### config.mk
export PLATFORM = sky130hd
export DESIGN_NAME = clkout_pd_ctrl
export DESIGN_NICKNAME = d
export VERILOG_FILES = /design/src/rtl/clk_ctl_pkg.sv /design/src/rtl/ccg_pin_mode.sv /design/src/rtl/ccg_pd_seq.sv /design/src/rtl/ccg_lane.sv /design/src/rtl/clkout_pd_ctrl.sv
export SDC_FILE = /design/constraint.sdc
export NUM_CORES = 1
export LEC_CHECK = 0
export ABC_AREA = 1
export CORE_ASPECT_RATIO = 0.8
export CORE_MARGIN = 10
export CORE_UTILIZATION = 46
export CTS_CLUSTER_SIZE = 14
export DETAILED_ROUTE_END_ITERATION = 12
export PLACE_DENSITY_LB_ADDON = 0.1
export SLEW_MARGIN = 20
export SYNTH_ARGS = -nofsm -noshare
export SYNTH_HDL_FRONTEND = slang
export SYNTH_HIERARCHICAL = 1
export SYNTH_SLANG_ARGS = --single-unit
### constraint.sdc
create_clock -name clk -period 3.9 [get_ports clk]
set_input_delay 0.39 -clock clk [delete_from_list [all_inputs] [get_ports clk]]
set_output_delay 0.39 -clock clk [all_outputs]
set_load 0.02 [all_outputs]
### src/rtl/clk_ctl_pkg.sv
// Shared types for the clock output gating block.
// Assumes: nothing beyond IEEE 1800-2017.
package clk_ctl_pkg;
    typedef enum logic [1:0] {
        PS_RUN  = 2'd0,
        PS_STOP = 2'd1,
        PS_OFF  = 2'd2,
        PS_WAKE = 2'd3
    } pd_state_t;
endpackage

### src/rtl/ccg_pin_mode.sv
// Decides which role the shared pin plays.
// Holds the tristate role for PWRUP_CYCLES cycles after reset, then moves to
// the power-down role on the first cycle the pin is high. The register bit
// can force the tristate role at any time.
// Assumes: pin_n is already synchronous to clk.
module ccg_pin_mode #(
    parameter int PWRUP_CYCLES = 1000
) (
    input  logic clk,
    input  logic rst_n,
    input  logic pin_n,
    input  logic role_pd_bit,
    output logic pd_role
);
    localparam int CW = $clog2(PWRUP_CYCLES + 1);

    logic [CW-1:0] win_cnt;
    logic          win_done;
    logic          pd_fn;

    // Power-up window counter.
    always_ff @(posedge clk) begin
        if (!rst_n) begin
            win_cnt  <= '0;
            win_done <= 1'b0;
        end else if (!win_done) begin
            win_cnt  <= win_cnt + 1'b1;
            win_done <= (win_cnt == CW'(PWRUP_CYCLES - 1));
        end
    end

    // Latch the pin's function change once the window has closed and the pin is high.
    always_ff @(posedge clk) begin
        if (!rst_n)
            pd_fn <= 1'b0;
        else if (win_done && !pd_fn && pin_n)
            pd_fn <= 1'b1;
    end

    assign pd_role = pd_fn && role_pd_bit;

    a_r8_no_switch_in_window: assert property (@(posedge clk) disable iff (!rst_n)
        !win_done |-> !pd_fn);
    a_r8_no_switch_while_low: assert property (@(posedge clk) disable iff (!rst_n)
        (!pd_fn && !pin_n) |=> !pd_fn);
endmodule

### src/rtl/ccg_pd_seq.sv
// Power-down sequencer.
// Qualifies the request on two consecutive CPU rising edges with the pin low,
// waits until every lane reports stopped, drops the oscillator and VCO
// enables, and on release counts STAB_CYCLES before letting the lanes run again.
// Assumes: cpu_lvl is a sampled level, so the edge is found against the previous sample.
module ccg_pd_seq
    import clk_ctl_pkg::*;
#(
    parameter int STAB_CYCLES = 100
) (
    input  logic clk,
    input  logic rst_n,
    input  logic pd_role,
    input  logic pin_n,
    input  logic cpu_lvl,
    input  logic all_stopped,
    output logic stop_req,
    output logic osc_en,
    output logic vco_en,
    output logic pd_active
);
    localparam int SW = $clog2(STAB_CYCLES + 1);

    pd_state_t     state;
    logic          cpu_q;
    logic          cpu_rise;
    logic [1:0]    low_cnt;
    logic [SW-1:0] stab_cnt;

    assign cpu_rise = cpu_lvl && !cpu_q;

    // Previous CPU level, used to find rising edges.
    always_ff @(posedge clk) begin
        if (!rst_n) cpu_q <= 1'b0;
        else        cpu_q <= cpu_lvl;
    end

    // Count consecutive CPU rising edges that see the pin low, saturating at two.
    always_ff @(posedge clk) begin
        if (!rst_n || !pd_role || state != PS_RUN)
            low_cnt <= 2'd0;
        else if (cpu_rise)
            low_cnt <= pin_n ? 2'd0 : ((low_cnt == 2'd2) ? 2'd2 : low_cnt + 2'd1);
    end

    // Main power-down state sequence.
    always_ff @(posedge clk) begin
        if (!rst_n) begin
            state    <= PS_RUN;
            stab_cnt <= '0;
        end else begin
            case (state)
                PS_RUN:  if (low_cnt == 2'd2) state <= PS_STOP;
                PS_STOP: if (all_stopped) state <= PS_OFF;
                PS_OFF: begin
                    if (pin_n || !pd_role) begin
                        state    <= PS_WAKE;
                        stab_cnt <= '0;
                    end
                end
                PS_WAKE: begin
                    if (stab_cnt == SW'(STAB_CYCLES - 1)) state <= PS_RUN;
                    else                                  stab_cnt <= stab_cnt + 1'b1;
                end
                default: state <= PS_RUN;
            endcase
        end
    end

    assign stop_req  = (state != PS_RUN);
    assign osc_en    = (state != PS_OFF);
    assign vco_en    = (state != PS_OFF);
    assign pd_active = (state == PS_OFF);

    a_r1_two_edges: assert property (@(posedge clk) disable iff (!rst_n)
        $rose(stop_req) |-> ($past(low_cnt) == 2'd2));
    a_r3_off_after_stop: assert property (@(posedge clk) disable iff (!rst_n)
        $rose(pd_active) |-> $past(all_stopped));
    a_r10_wake_enables: assert property (@(posedge clk) disable iff (!rst_n)
        (pd_active && (pin_n || !pd_role)) |=> (osc_en && vco_en));
endmodule

### src/rtl/ccg_lane.sv
// One gated clock lane.
// Brings the stop request in through a two-flop synchroniser, and changes its
// run state only while the source is low, so that no high pulse is cut short.
// A cleared enable bit forces the output low.
// Assumes: src is a sampled clock level; clk_o is registered.
module ccg_lane (
    input  logic clk,
    input  logic rst_n,
    input  logic src,
    input  logic en,
    input  logic stop_req,
    output logic clk_o,
    output logic stopped
);
    logic sync1, sync2;
    logic run, run_nxt;

    // Two-flop synchroniser for the stop request.
    always_ff @(posedge clk) begin
        if (!rst_n) begin
            sync1 <= 1'b0;
            sync2 <= 1'b0;
        end else begin
            sync1 <= stop_req;
            sync2 <= sync1;
        end
    end

    // Run state may change only on a low source phase.
    always_comb run_nxt = src ? run : !sync2;

    // Register the run state and the gated output.
    always_ff @(posedge clk) begin
        if (!rst_n) begin
            run   <= 1'b0;
            clk_o <= 1'b0;
        end else begin
            run   <= run_nxt;
            clk_o <= src && run_nxt && en;
        end
    end

    assign stopped = !run;

    a_r4_disabled_low: assert property (@(posedge clk) disable iff (!rst_n)
        !en |=> !clk_o);
    a_r2_no_truncate: assert property (@(posedge clk) disable iff (!rst_n)
        (clk_o && src && en) |=> clk_o);
endmodule

### src/rtl/clkout_pd_ctrl.sv
// Clock output gating and power-down controller (top).
// Combines the pin-role logic, the power-down sequencer and N_OUT gated
// lanes. The tristate and test-mode outputs decode the pin directly while it
// is in its tristate role.
// Assumes: every input is synchronous to clk.
module clkout_pd_ctrl #(
    parameter int N_OUT        = 4,
    parameter int PWRUP_CYCLES = 1000,
    parameter int STAB_CYCLES  = 100
) (
    input  logic             clk,
    input  logic             rst_n,
    input  logic [N_OUT-1:0] src_clk,
    input  logic [N_OUT-1:0] out_en,
    input  logic             cpu_clk_lvl,
    input  logic             share_pin_n,
    input  logic             fsel,
    input  logic             pin_role_pd,
    output logic [N_OUT-1:0] clk_out,
    output logic             out_oe,
    output logic             test_mode,
    output logic             osc_en,
    output logic             vco_en,
    output logic             pd_active
);
    logic             pd_role;
    logic             stop_req;
    logic [N_OUT-1:0] lane_stopped;
    logic             tri_low;

    ccg_pin_mode #(.PWRUP_CYCLES(PWRUP_CYCLES)) u_mode (
        .clk        (clk),
        .rst_n      (rst_n),
        .pin_n      (share_pin_n),
        .role_pd_bit(pin_role_pd),
        .pd_role    (pd_role)
    );

    ccg_pd_seq #(.STAB_CYCLES(STAB_CYCLES)) u_seq (
        .clk        (clk),
        .rst_n      (rst_n),
        .pd_role    (pd_role),
        .pin_n      (share_pin_n),
        .cpu_lvl    (cpu_clk_lvl),
        .all_stopped(&lane_stopped),
        .stop_req   (stop_req),
        .osc_en     (osc_en),
        .vco_en     (vco_en),
        .pd_active  (pd_active)
    );

    for (genvar i = 0; i < N_OUT; i++) begin : g_lane
        ccg_lane u_lane (
            .clk     (clk),
            .rst_n   (rst_n),
            .src     (src_clk[i]),
            .en      (out_en[i]),
            .stop_req(stop_req),
            .clk_o   (clk_out[i]),
            .stopped (lane_stopped[i])
        );
    end

    // Board-test decode while the pin is in its tristate role.
    always_comb begin
        tri_low   = !pd_role && !share_pin_n;
        out_oe    = !(tri_low && !fsel);
        test_mode = tri_low && fsel;
    end

    a_r3_off_quiet: assert property (@(posedge clk) disable iff (!rst_n)
        pd_active |-> (clk_out == '0 && !osc_en && !vco_en));
    a_r6_r7_exclusive: assert property (@(posedge clk) disable iff (!rst_n)
        !(test_mode && !out_oe));
endmodule

== Word level (Yosys, flattened, before mapping) ==
Index checks and enable logic that the tools add are counted.

* Word-level logic and storage cells: 83
* Input bits: 14
* Register bits after elaboration: 34

* Reduce and logical (&&, ||, !) cells: 36
* Equality and inequality tests: 12
* Multiplexer cells: 15
* Add/subtract/negate cells: 3

{| class="wikitable"
|+ Operators by type and width
! cell !! number
|-
| 1-bit logical AND || 15
|-
| 7-bit 2-to-1 mux || 2
|-
| 7-bit one-hot mux with 2 select lines || 1
|-
| 1-bit zero test || 12
|-
| 2-bit 2-to-1 mux || 6
|-
| 10-bit by 1-bit adder with 10-bit output (second input constant) || 1
|-
| 10-bit equality test (second input constant) || 1
|-
| 2-bit by 1-bit inequality test with 1-bit output (second input constant) || 4
|-
| 2-bit one-hot mux with 4 select lines || 1
|-
| 4-bit AND reduction || 2
|-
| 7-bit by 1-bit adder with 7-bit output (second input constant) || 1
|-
| 7-bit equality test (second input constant) || 1
|-
| 2-bit equality test (second input constant) || 3
|-
| 1-bit 2-to-1 mux || 5
|-
| 2-bit inequality test (second input constant) || 2
|-
| 2-bit nonzero test || 2
|-
| 1-bit logical OR || 3
|-
| 3-bit AND reduction || 1
|-
| 2-bit by 1-bit adder with 2-bit output (second input constant) || 1
|-
| 2-bit by 1-bit equality test with 1-bit output (second input constant) || 1
|-
| 2-bit zero test || 1
|}

== Logic depth before layout (Yosys ltp) ==
Gate-level depths: netlist of the first run.

* Depth after elaboration: 5
* Mapped depth: 8
* Gate-level depth less buffers: 8

== By module ==
The synthesis of the first run kept the hierarchy.

{| class="wikitable"
|+ By module, submodules not included
! module !! area each (µm²) !! cells an instance !! instances !! seq. area each (µm²)
|-
| ccg_pd_seq || 859.6 || 124 || 1 || 240.2
|-
| ccg_pin_mode || 591.8 || 81 || 1 || 240.2
|-
| ccg_lane || 133.9 || 17 || 4 || 80.1
|-
| clkout_pd_ctrl || 37.5 || 9 || 1 || 0.0
|}

== Least setup slack after synthesis of the first run ==
No wires, ideal clock.

* Kind: reg2out
* Start point: register u_seq.state[0]
* End point: output port vco_en
* Slack: 2.248 ns
* Arrival time: 1.262 ns
* Required time: 3.510 ns
* Buffers on the path: 1
* Stages on the path, launching flop included: 5
* Cells stage by stage: dfxtp_1 -> inv_1 -> ha_1 -> inv_1 -> buf_4

* Longest elaborated chain between the ends: 1

{| class="wikitable"
|+ RTL lines
! item !! RTL line !! text
|-
| start: declaration || ccg_pd_seq.sv:24 || <nowiki>pd_state_t state;</nowiki>
|-
| start signal: assignment || ccg_pd_seq.sv:49 || <nowiki>state <= PS_RUN;</nowiki>
|-
| start signal: assignment || ccg_pd_seq.sv:53 || <nowiki>PS_RUN: if (low_cnt == 2'd2) state <= PS_STOP;</nowiki>
|-
| start signal: assignment || ccg_pd_seq.sv:54 || <nowiki>PS_STOP: if (all_stopped) state <= PS_OFF;</nowiki>
|-
| 2-bit inequality test || - ||
|-
| end: declaration || clkout_pd_ctrl.sv:23 || <nowiki>output logic vco_en,</nowiki>
|}

No other way between the ends.

== Worst setup path after layout of the first run ==
* Start point: register u_seq.state[0]
* End point: output port osc_en

* Longest elaborated chain between the ends: 1

{| class="wikitable"
|+ RTL lines
! item !! RTL line !! text
|-
| 2-bit inequality test || ccg_pd_seq.sv:71 || <nowiki>assign osc_en = (state != PS_OFF);</nowiki>
|-
| end: declaration || clkout_pd_ctrl.sv:22 || <nowiki>output logic osc_en,</nowiki>
|}

No other way between the ends.

==> run_results.csv, run 1 <==
group,metric,value,unit
yosys,ys_ff_latch,40,
power,ir_drop,181,uV
power,seq_power_share,0.571,
clock_network,cts_tree,"built",
global_routing,globalRoute.totalOverflow,0,
routing,drc_errors,0,
setup_path,critPathKind,"reg -> out",
global_routing,grt_use_total,0.109,
setup_path,critPathLaunchType,"flop",
cells_and_area,multi_input_area,953,um^2
global_routing,grt_pass1_vias,1583,
routing,detail-route-antenna-nets,0,
sta,fmax,0.435,GHz
routing,initialDrtViolationCount,53,
placement,place.port_buffers,22,
sta,final.min_clock_period,2.30,ns
global_routing,grt_pass1_wl,6.76,mm
setup_path,crit_path_end_kind,"output pin",
routing,vias,1652,
sta,setup_tns,0,ns
clock_network,root_buffer,"clkbuf_8",
clock_network,clk_pin_slew_worst_paths,0.08,ns
clock_network,clock_path_buffers,2,
power,power_density,312,nW/um^2
clock_network,cts_buffers,5,
cells_and_area,nNetsFinal,331,
setup_path,arrival,1.91,ns
setup_path,path_max_fanout,4,
routing,routed_via_density,4.53,
routing,wire_per_inst,10.4,um
yosys,synth_cell_types,28,
placement,gp_congestion,0.765,
job,maxCapViolations,0,
sta,tightestPinTransition,0.645,ns
power,p_clk_frac,0.350,
power,p_int,0.566,mW
routing,wirelength,3.81,mm
clock_network,clock-sinks,40,
clock_network,insertion_delay,0.29,ns
sta,final_hold_viol_count,0,
cells_and_area,regArea,801,um^2
sta,setup_ws,1.60,ns
yosys,synth_edf_count,0,
cells_and_area,drive_gt1_frac,0.104,
power,pwr-share-comb,0.079,
placement,hpwl,2.86,mm
yosys,ys.flop_type,"dfxtp_1",
clock_network,cts_resized,0,
yosys,syn_avg_cell_area,7.18,um^2
yosys,ys_async_sr_fraction,0,
global_routing,antenna_found_initial,0,
power,netSwitchingFraction,0.236,
setup_path,crit_required,3.51,ns
floorplan,die-area,7470,um^2
cells_and_area,num_antenna_cells,0,
sta,setup_viol,0,
sta,slew_headroom,0.568,
floorplan,dieHeight,79.3,um
sta,fin_skew,0.00661,ns
yosys,synth.cell_area,2020,um^2
sta,maxSlewViolCount,0,
clock_network,post_cts_buffers,0,
placement,place_ws,1.73,ns
routing,drt-pass1-iter-count,5,
global_routing,grt_max_degree,18,
floorplan,rows,21,
yosys,yosys_warnings,6,
sta,fin_crit_sh,0.590,
outcome,outcome,"finished, final reports clean",
yosys,synth_cells,282,
clock_network,cts_max_level,2,
power,leakagePower,1.11,nW
clock_network,holdBufCountCts,0,
yosys,ys_seq_area_frac,0.396,
power,p_switching,0.175,mW
floorplan,die_x,94.2,um
cells_and_area,fillers,418,
hold_path,hp-class,"reg -> reg",
yosys,syn_nets,305,
floorplan,num_io_pins,23,
floorplan,initial_utilization,0.482,
sta,rsz0062_at_grt,"false",
floorplan,core-area,4200,um^2
cells_and_area,syn2layout_area_growth,17.4,%
-- area by class of cell --
class	instances	area share
multi-input combinational	174	0.401
sequential	40	0.337
inverter	64	0.102
timing repair buffer	23	0.0958
tap	57	0.0300
clock buffer	5	0.0289
clock inverter	2	0.00526
-- cell usage in the layout (no fill, tap or decap), types with 2 or more instances in the layout --
master and n:
a211oi_1 2, a21oi_1 12, a21oi_2 5, clkbuf_8 5, clkdlybuf4s50_1 22, dfxtp_1 40, ha_1 9, inv_1 62
nand2_1 64, nand2_2 3, nand3_1 9, nand3_2 2, nand3_4 3, nand4_1 8, nor2_1 35, nor2_2 4
nor2_4 3, nor3_1 2, o21ai_0 5, o21ai_1 2
-- metal layers --
layer / global-route usage / vias to the layer above / routed length (um)
met3: 0.0423 / 4 / 248
met5: 0 / - / 0
met4: 0.0394 / 0 / 33
li1: - / 905 / -
met1: 0.145 / 707 / 2050
met2: 0.155 / 36 / 1470
-- path summary, 6_finish.rpt --
kind                            cells past startpoint                              start  slack (ns)                                 to
worst max-delay path                                4        u_seq/state[0]$_SDFFE_PN0P_        1.60                             osc_en
worst min-delay path                                2  g_lane[0].u_lane/sync1$_SDFF_PN0_        0.42  g_lane[0].u_lane/sync2$_SDFF_PN0_
worst max register to register                      6        u_seq/state[0]$_SDFFE_PN0P_        2.33     u_seq/stab_cnt[0]$_SDFFE_PN0P_
worst min register to register                      2  g_lane[0].u_lane/sync1$_SDFF_PN0_        0.42  g_lane[0].u_lane/sync2$_SDFF_PN0_
-- synth_stat cells (3+ instances only) --
cell	n	area [um^2]
nand2_1	64	240
ha_1	9	113
dfxtp_1	40	801
nand3_1	9	45.0
nor2_4	3	33.8
o21ai_0	5	25.0
nand3_4	3	52.6
buf_4	3	22.5
a21oi_1	12	60.1
inv_1	62	233
nor2_2	4	25.0
nand2_2	3	18.8
nor2_1	35	131
a21oi_2	5	43.8
nand4_1	8	50.1
-- sequential cells by signal, indices dropped and copies added (netlist names) --
name	cells
u_mode/win_cnt	10
u_seq/stab_cnt	7
g_lane.u_lane/clk_o	4
g_lane.u_lane/run	4
g_lane.u_lane/sync1	4
g_lane.u_lane/sync2	4
u_seq/low_cnt	2
u_seq/state	2
u_mode/pd_fn	1
u_mode/win_done	1
u_seq/cpu_q	1
-- through the flow --
step | hold WS (ns) | std cells | utilization | instance area (um^2) | power [mW]
3_3_place_gp | 0.397 | 358 | 0.546 | 2300 | 0.491
2_1_floorplan | 0.390 | 282 | - | 2020 | 0.463
6_report | 0.422 | 365 | 0.565 | 2380 | 0.741
4_1_cts | 0.420 | 365 | 0.565 | 2380 | 0.754
5_1_grt | 0.432 | 365 | 0.565 | 2380 | 0.779
3_5_place_dp | 0.399 | 358 | 0.546 | 2300 | 0.492
-- cells by family (layout without fill, tap and decap cells) --
kind of cell | after synthesis | after routing | share of synthesized area
and+or+nand+nor | 137 | 137 | 0.330
buffers and inverters | 68 | 94 | 0.133
DFF | 40 | 40 | 0.396
AOI/OAI and AO/OA | 27 | 27 | 0.0810
adders and majority gates | 9 | 9 | 0.0556
xor gates and xnor gates | 1 | 1 | 0.00433
-- worst max-delay path: stages, from the launching register on --
cell,delay [ns]
dfxtp_1,0.39
inv_1,0.10
ha_1,0.28
inv_1,0.21
clkdlybuf4s50_1,0.65
-- power by group through the flow --
stage / Sequential (mW) / Clock, mW / Combinational, mW
4_1_cts: 0.423 / 0.271 / 0.0598
2_1_floorplan: 0.433 / 0 / 0.0305
3_3_place_gp: 0.432 / 0 / 0.0588
5_1_grt: 0.424 / 0.287 / 0.0673
3_5_place_dp: 0.433 / 0 / 0.0595
6_report: 0.423 / 0.259 / 0.0588
(Power assumes the default switching activity.)
==> run 2, diff against run 1 <==
==> constraint.sdc (replaced) <==
create_clock -name clk -period 1.9 [get_ports clk]
set_input_delay 0.19 -clock clk [delete_from_list [all_inputs] [get_ports clk]]
set_output_delay 0.19 -clock clk [all_outputs]
set_load 0.02 [all_outputs]
==> run_results.csv, run 2 (synthesized netlist as in run 1, its figures left out) <==
group,metric,value,unit
outcome,outcome,"finished, final reports clean",
global_routing,grt_pass1_vias,1571,
setup_path,critPathKind,"in -> out",
cells_and_area,nNetsFinal,335,
cells_and_area,final_core_util,0.583,
sta,hold_ws,0.415,ns
placement,place_ws,0.189,ns
sta,final.min_clock_period,1.69,ns
power,p_int,1.38,mW
global_routing,antenna_found_initial,0,
routing,routed_via_density,4.52,
setup_path,path_max_fanout,2,
cells_and_area,num_antenna_cells,0,
power,ir_drop,540,uV
clock_network,clock_path_buffers,2,
routing,detail-route-antenna-nets,0,
floorplan,dieHeight,79.3,um
sta,rsz0062_at_grt,"false",
sta,slew_headroom,0.756,
sta,setup_viol,0,
floorplan,rows,21,
sta,setup_ws,0.205,ns
clock_network,cts_buffers,5,
sta,final_hold_viol_count,0,
floorplan,die-area,7470,um^2
setup_path,crit_required,1.71,ns
clock_network,cts_max_level,2,
placement,hpwl,2.87,mm
placement,place.port_buffers,22,
power,p_switching,0.358,mW
clock_network,root_buffer,"clkbuf_8",
job,maxCapViolations,0,
global_routing,grt_use_total,0.109,
cells_and_area,layout_commonest_cell,"nand2_1",
power,power_density,708,nW/um^2
sta,fin_skew,0.00517,ns
power,netSwitchingFraction,0.206,
setup_path,critPathLaunchType,"input pin",
routing,drt-pass1-iter-count,4,
setup_path,arrival,1.50,ns
power,pwr-share-comb,0.071,
clock_network,cts_tree,"built",
global_routing,grt_max_degree,25,
sta,fin_crit_sh,0.892,
floorplan,die_x,94.2,um
cells_and_area,largest_reg_flops,10,
placement,gp_congestion,0.883,
cells_and_area,syn2layout_area_growth,21.1,%
floorplan,core-area,4200,um^2
clock_network,insertion_delay,0.29,ns
sta,tightestPinTransition,0.365,ns
sta,maxSlewViolCount,0,
cells_and_area,reg_top3,"u_mode/win_cnt x10, u_seq/stab_cnt x7",
clock_network,post_cts_buffers,0,
clock_network,clock-sinks,40,
setup_path,crit_path_end_kind,"output pin",
sta,setup_tns,0,ns
global_routing,grt_pass1_wl,6.80,mm
power,p_clk_frac,0.429,
cells_and_area,drive_gt1_frac,0.118,
floorplan,initial_utilization,0.482,
routing,initialDrtViolationCount,55,
power,leakagePower,1.16,nW
power,seq_power_share,0.500,
sta,fmax,0.590,GHz
cells_and_area,regMostFlops,"u_mode/win_cnt",
clock_network,holdBufCountCts,0,
hold_path,hp-class,"reg -> reg",
floorplan,num_io_pins,23,
routing,vias,1672,
global_routing,globalRoute.totalOverflow,0,
routing,wirelength,3.77,mm
routing,wire_per_inst,10.2,um
clock_network,clk_pin_slew_worst_paths,0.07,ns
routing,drc_errors,0,
cells_and_area,mostFrequentLayoutCells,"nand2_1 (64), inv_1 (62), dfxtp_1 (40)",
run 2: critical path: stages:
cell             delay [ns]
clkdlybuf4s50_1        0.40
nand2_1                0.07
inv_1                  0.05
inv_1                  0.06
nand2_1                0.06
nor2_2                 0.07
clkdlybuf4s50_1        0.61
run 2: power by group through the flow:
stage / sequential [mW] / combinational, mW / clock, mW
CTS: 0.868 / 0.125 / 0.779
floorplan: 0.888 / 0.0627 / 0
finish: 0.868 / 0.123 / 0.744
global placement: 0.887 / 0.122 / 0
detailed placement: 0.888 / 0.123 / 0
global route: 0.871 / 0.142 / 0.808
run 2: final cells by class:
type / instances / area, um^2
Fill cell: 398 / 1750
Multi-Input combinational cell: 174 / 953
Sequential cell: 40 / 801
Timing Repair Buffer: 27 / 258
Inverter: 64 / 243
Clock buffer: 7 / 96.3
Tap cell: 57 / 71.3
Clock inverter: 1 / 30.0
run 2: path summary, 6_finish.rpt:
check	start	end	slack, ns	depth (start not counted)
max	pin_role_pd	test_mode	0.21	7
max reg2reg	u_seq/state[0]$_SDFFE_PN0P_	u_seq/state[1]$_SDFFE_PN0P_	0.42	8
min reg2reg	g_lane[0].u_lane/sync1$_SDFF_PN0_	g_lane[0].u_lane/sync2$_SDFF_PN0_	0.42	2
min	g_lane[0].u_lane/sync1$_SDFF_PN0_	g_lane[0].u_lane/sync2$_SDFF_PN0_	0.42	2
run 2: through the flow:
stage                     area (um^2)  instances  total power, mW
after global routing             2450        370             1.82
final                            2450        370             1.74
after global placement           2330        362             1.01
after detailed placement         2330        362             1.01
after floorplan                  2020        282            0.951
after CTS                        2450        370             1.77
run 2: layer usage:
| layer | track usage | share of wire | routed length (um) |
|---|---|---|---|
| met5 | 0 | 0 | 0 |
| met4 | 0.0409 | 0.012 | 46 |
| met3 | 0.0432 | 0.079 | 296 |
| met2 | 0.166 | 0.41 | 1540 |
| met1 | 0.135 | 0.50 | 1880 |
run 2: timing repair:
action / CTS / global route
pin swaps: 0 / 0
endpoints found under the setup margin: 2 / 1
gates resized for setup: 2 / 1
==> run 3, diff against run 2 <==
--- a/config.mk
+++ b/config.mk
@@ -8,9 +8,10 @@
 export ABC_AREA = 1
 export CORE_ASPECT_RATIO = 0.8
 export CORE_MARGIN = 10
-export CORE_UTILIZATION = 46
+export CORE_UTILIZATION = 50
 export CTS_CLUSTER_SIZE = 14
 export DETAILED_ROUTE_END_ITERATION = 12
+export HOLD_SLACK_MARGIN = 0.06
 export PLACE_DENSITY_LB_ADDON = 0.1
 export SLEW_MARGIN = 20
 export SYNTH_ARGS = -nofsm -noshare
==> constraint.sdc (replaced) <==
create_clock -name clk -period 1.5 [get_ports clk]
set_input_delay 0.15 -clock clk [delete_from_list [all_inputs] [get_ports clk]]
set_output_delay 0.15 -clock clk [all_outputs]
set_load 0.02 [all_outputs]
==> run_results.csv, run 3 (synthesized netlist as in run 1, its figures left out) <==
group,metric,value,unit
placement,gp_congestion,0.824,
placement,place.port_buffers,22,
sta,fin_crit_sh,0.951,
clock_network,cts_tree,"built",
clock_network,clock-sinks,40,
power,p_int,1.48,mW
placement,hpwl,2.82,mm
clock_network,cts_max_level,2,
cells_and_area,largest_reg_flops,10,
routing,drt-pass1-iter-count,6,
global_routing,grt_use_total,0.115,
setup_path,crit_path_end_kind,"output pin",
global_routing,grt_max_degree,21,
job,maxCapViolations,0,
global_routing,grt_pass1_wl,6.93,mm
clock_network,holdBufCountCts,0,
setup_path,crit_end,"pd_active",
floorplan,die-area,7010,um^2
floorplan,die_x,91.1,um
power,netSwitchingFraction,0.234,
routing,drc_errors,0,
cells_and_area,syn2layout_area_growth,21.8,%
power,seq_power_share,0.567,
routing,wirelength,3.75,mm
routing,detail-route-antenna-nets,0,
power,power_density,786,nW/um^2
power,leakagePower,1.16,nW
setup_path,rrSetupSlack,0.11,ns
cells_and_area,drive_gt1_frac,0.148,
sta,maxSlewViolCount,0,
power,ir_drop,661,uV
setup_path,critPathLaunchType,"flop",
setup_path,startpoint,"u_seq/state[0]$_SDFFE_PN0P_",
sta,fin_skew,0.00245,ns
setup_path,arrival,1.28,ns
outcome,outcome,"finished, final reports clean",
cells_and_area,num_antenna_cells,0,
sta,setup_tns,0,ns
global_routing,antenna_found_initial,0,
setup_path,path_max_fanout,4,
setup_path,critPathKind,"reg -> out",
power,pwr-share-comb,0.086,
sta,final_hold_viol_count,0,
setup_path,reg2reg_from,"u_seq/state[0]$_SDFFE_PN0P_",
floorplan,rows,20,
routing,initialDrtViolationCount,83,
placement,dp_cells,366,
floorplan,initial_utilization,0.525,
sta,slew_headroom,0.749,
cells_and_area,regMostFlops,"u_mode/win_cnt",
routing,routed_via_density,4.59,
global_routing,globalRoute.totalOverflow,0,
clock_network,clk_pin_slew_worst_paths,0.07,ns
routing,vias,1712,
sta,tightestPinTransition,0.376,ns
cells_and_area,nNetsFinal,341,
clock_network,root_buffer,"clkbuf_8",
global_routing,grt_pass1_vias,1597,
cells_and_area,layout_commonest_cell,"nand2_1",
setup_path,reg2reg_to,"u_seq/stab_cnt[0]$_SDFFE_PN0P_",
cells_and_area,stdcell_count,373,
routing,wire_per_inst,10.1,um
floorplan,dieHeight,76.9,um
setup_path,ff2ff_path_depth,8,
clock_network,clock_path_buffers,2,
cells_and_area,mostFrequentLayoutCells,"nand2_1 (64), inv_1 (62), dfxtp_1 (39)",
sta,fmax,0.701,GHz
hold_path,hp-class,"in -> reg",
clock_network,cts_buffers,5,
setup_path,crit_required,1.35,ns
cells_and_area,reg_top3,"u_mode/win_cnt x10, u_seq/stab_cnt x7",
floorplan,num_io_pins,23,
floorplan,core-area,3850,um^2
sta,setup_viol,0,
sta,final.min_clock_period,1.43,ns
power,p_switching,0.454,mW
power,p_clk_frac,0.347,
clock_network,insertion_delay,0.28,ns
power,total_power,1.94,mW
run 3: worst max-delay path, stage by stage, from the launching register on:
cell and delay, ns:
dfxtp_1 0.32, inv_1 0.08, ha_2 0.23, dlygate4sd2_1 0.36
run 3: timing repair:
item / CTS / global route
resized for setup: 5 / 7
setup buffers: 0 / 0
endpoints found under the setup margin: 5 / 10
run 3: worst min-delay path by stage:
stage                                 startpoint                                end  slack (ns)  cells after the start
6_report                               out_en[3]  g_lane[3].u_lane/clk_o$_SDFF_PN0_        0.39                      3
5_1_grt                                out_en[3]  g_lane[3].u_lane/clk_o$_SDFF_PN0_        0.39                      3
4_1_cts                                out_en[0]  g_lane[0].u_lane/clk_o$_SDFF_PN0_        0.38                      3
3_5_place_dp   g_lane[3].u_lane/sync1$_SDFF_PN0_  g_lane[3].u_lane/sync2$_SDFF_PN0_        0.40                      2
3_3_place_gp   g_lane[0].u_lane/sync1$_SDFF_PN0_  g_lane[0].u_lane/sync2$_SDFF_PN0_        0.39                      2
2_1_floorplan                              rst_n  g_lane[0].u_lane/sync2$_SDFF_PN0_        0.24                      2
run 3: final cells by class:
type	instances	area, um^2
fillers	359	1390
well taps	55	68.8
clock inverters	2	12.5
inverters	64	243
repair buffers	33	302
flip-flops and latches	40	802
clock buffers	5	68.8
multi-input cells	174	968
run 3: layer usage:
| layer | wire length, um | global-route usage |
|---|---|---|
| met1 | 1910 | 0.150 |
| met4 | 44 | 0.0375 |
| met5 | 0 | 0 |
| met3 | 342 | 0.0457 |
| met2 | 1450 | 0.169 |
run 3: per-stage QoR:
stage | hold WS (ns) | setup WS [ns] | util | instance area [um^2]
floorplan | 0.243 | 0.0723 | - | 2030
global placement | 0.392 | -0.0921 | 0.619 | 2380
detailed placement | 0.398 | -0.108 | 0.619 | 2380
CTS | 0.383 | 0.00121 | 0.638 | 2460
global route | 0.389 | -0.00604 | 0.640 | 2460
finish | 0.390 | 0.0732 | 0.640 | 2460
run 3: power by group through the flow:
stage	Sequential, mW	Combinational, mW	Clock [mW]
final	1.10	0.167	0.671
after global routing	1.10	0.193	0.741
after CTS	1.10	0.168	0.694
after detailed placement	1.12	0.169	0
after global placement	1.12	0.166	0
after floorplan	1.12	0.0794	0
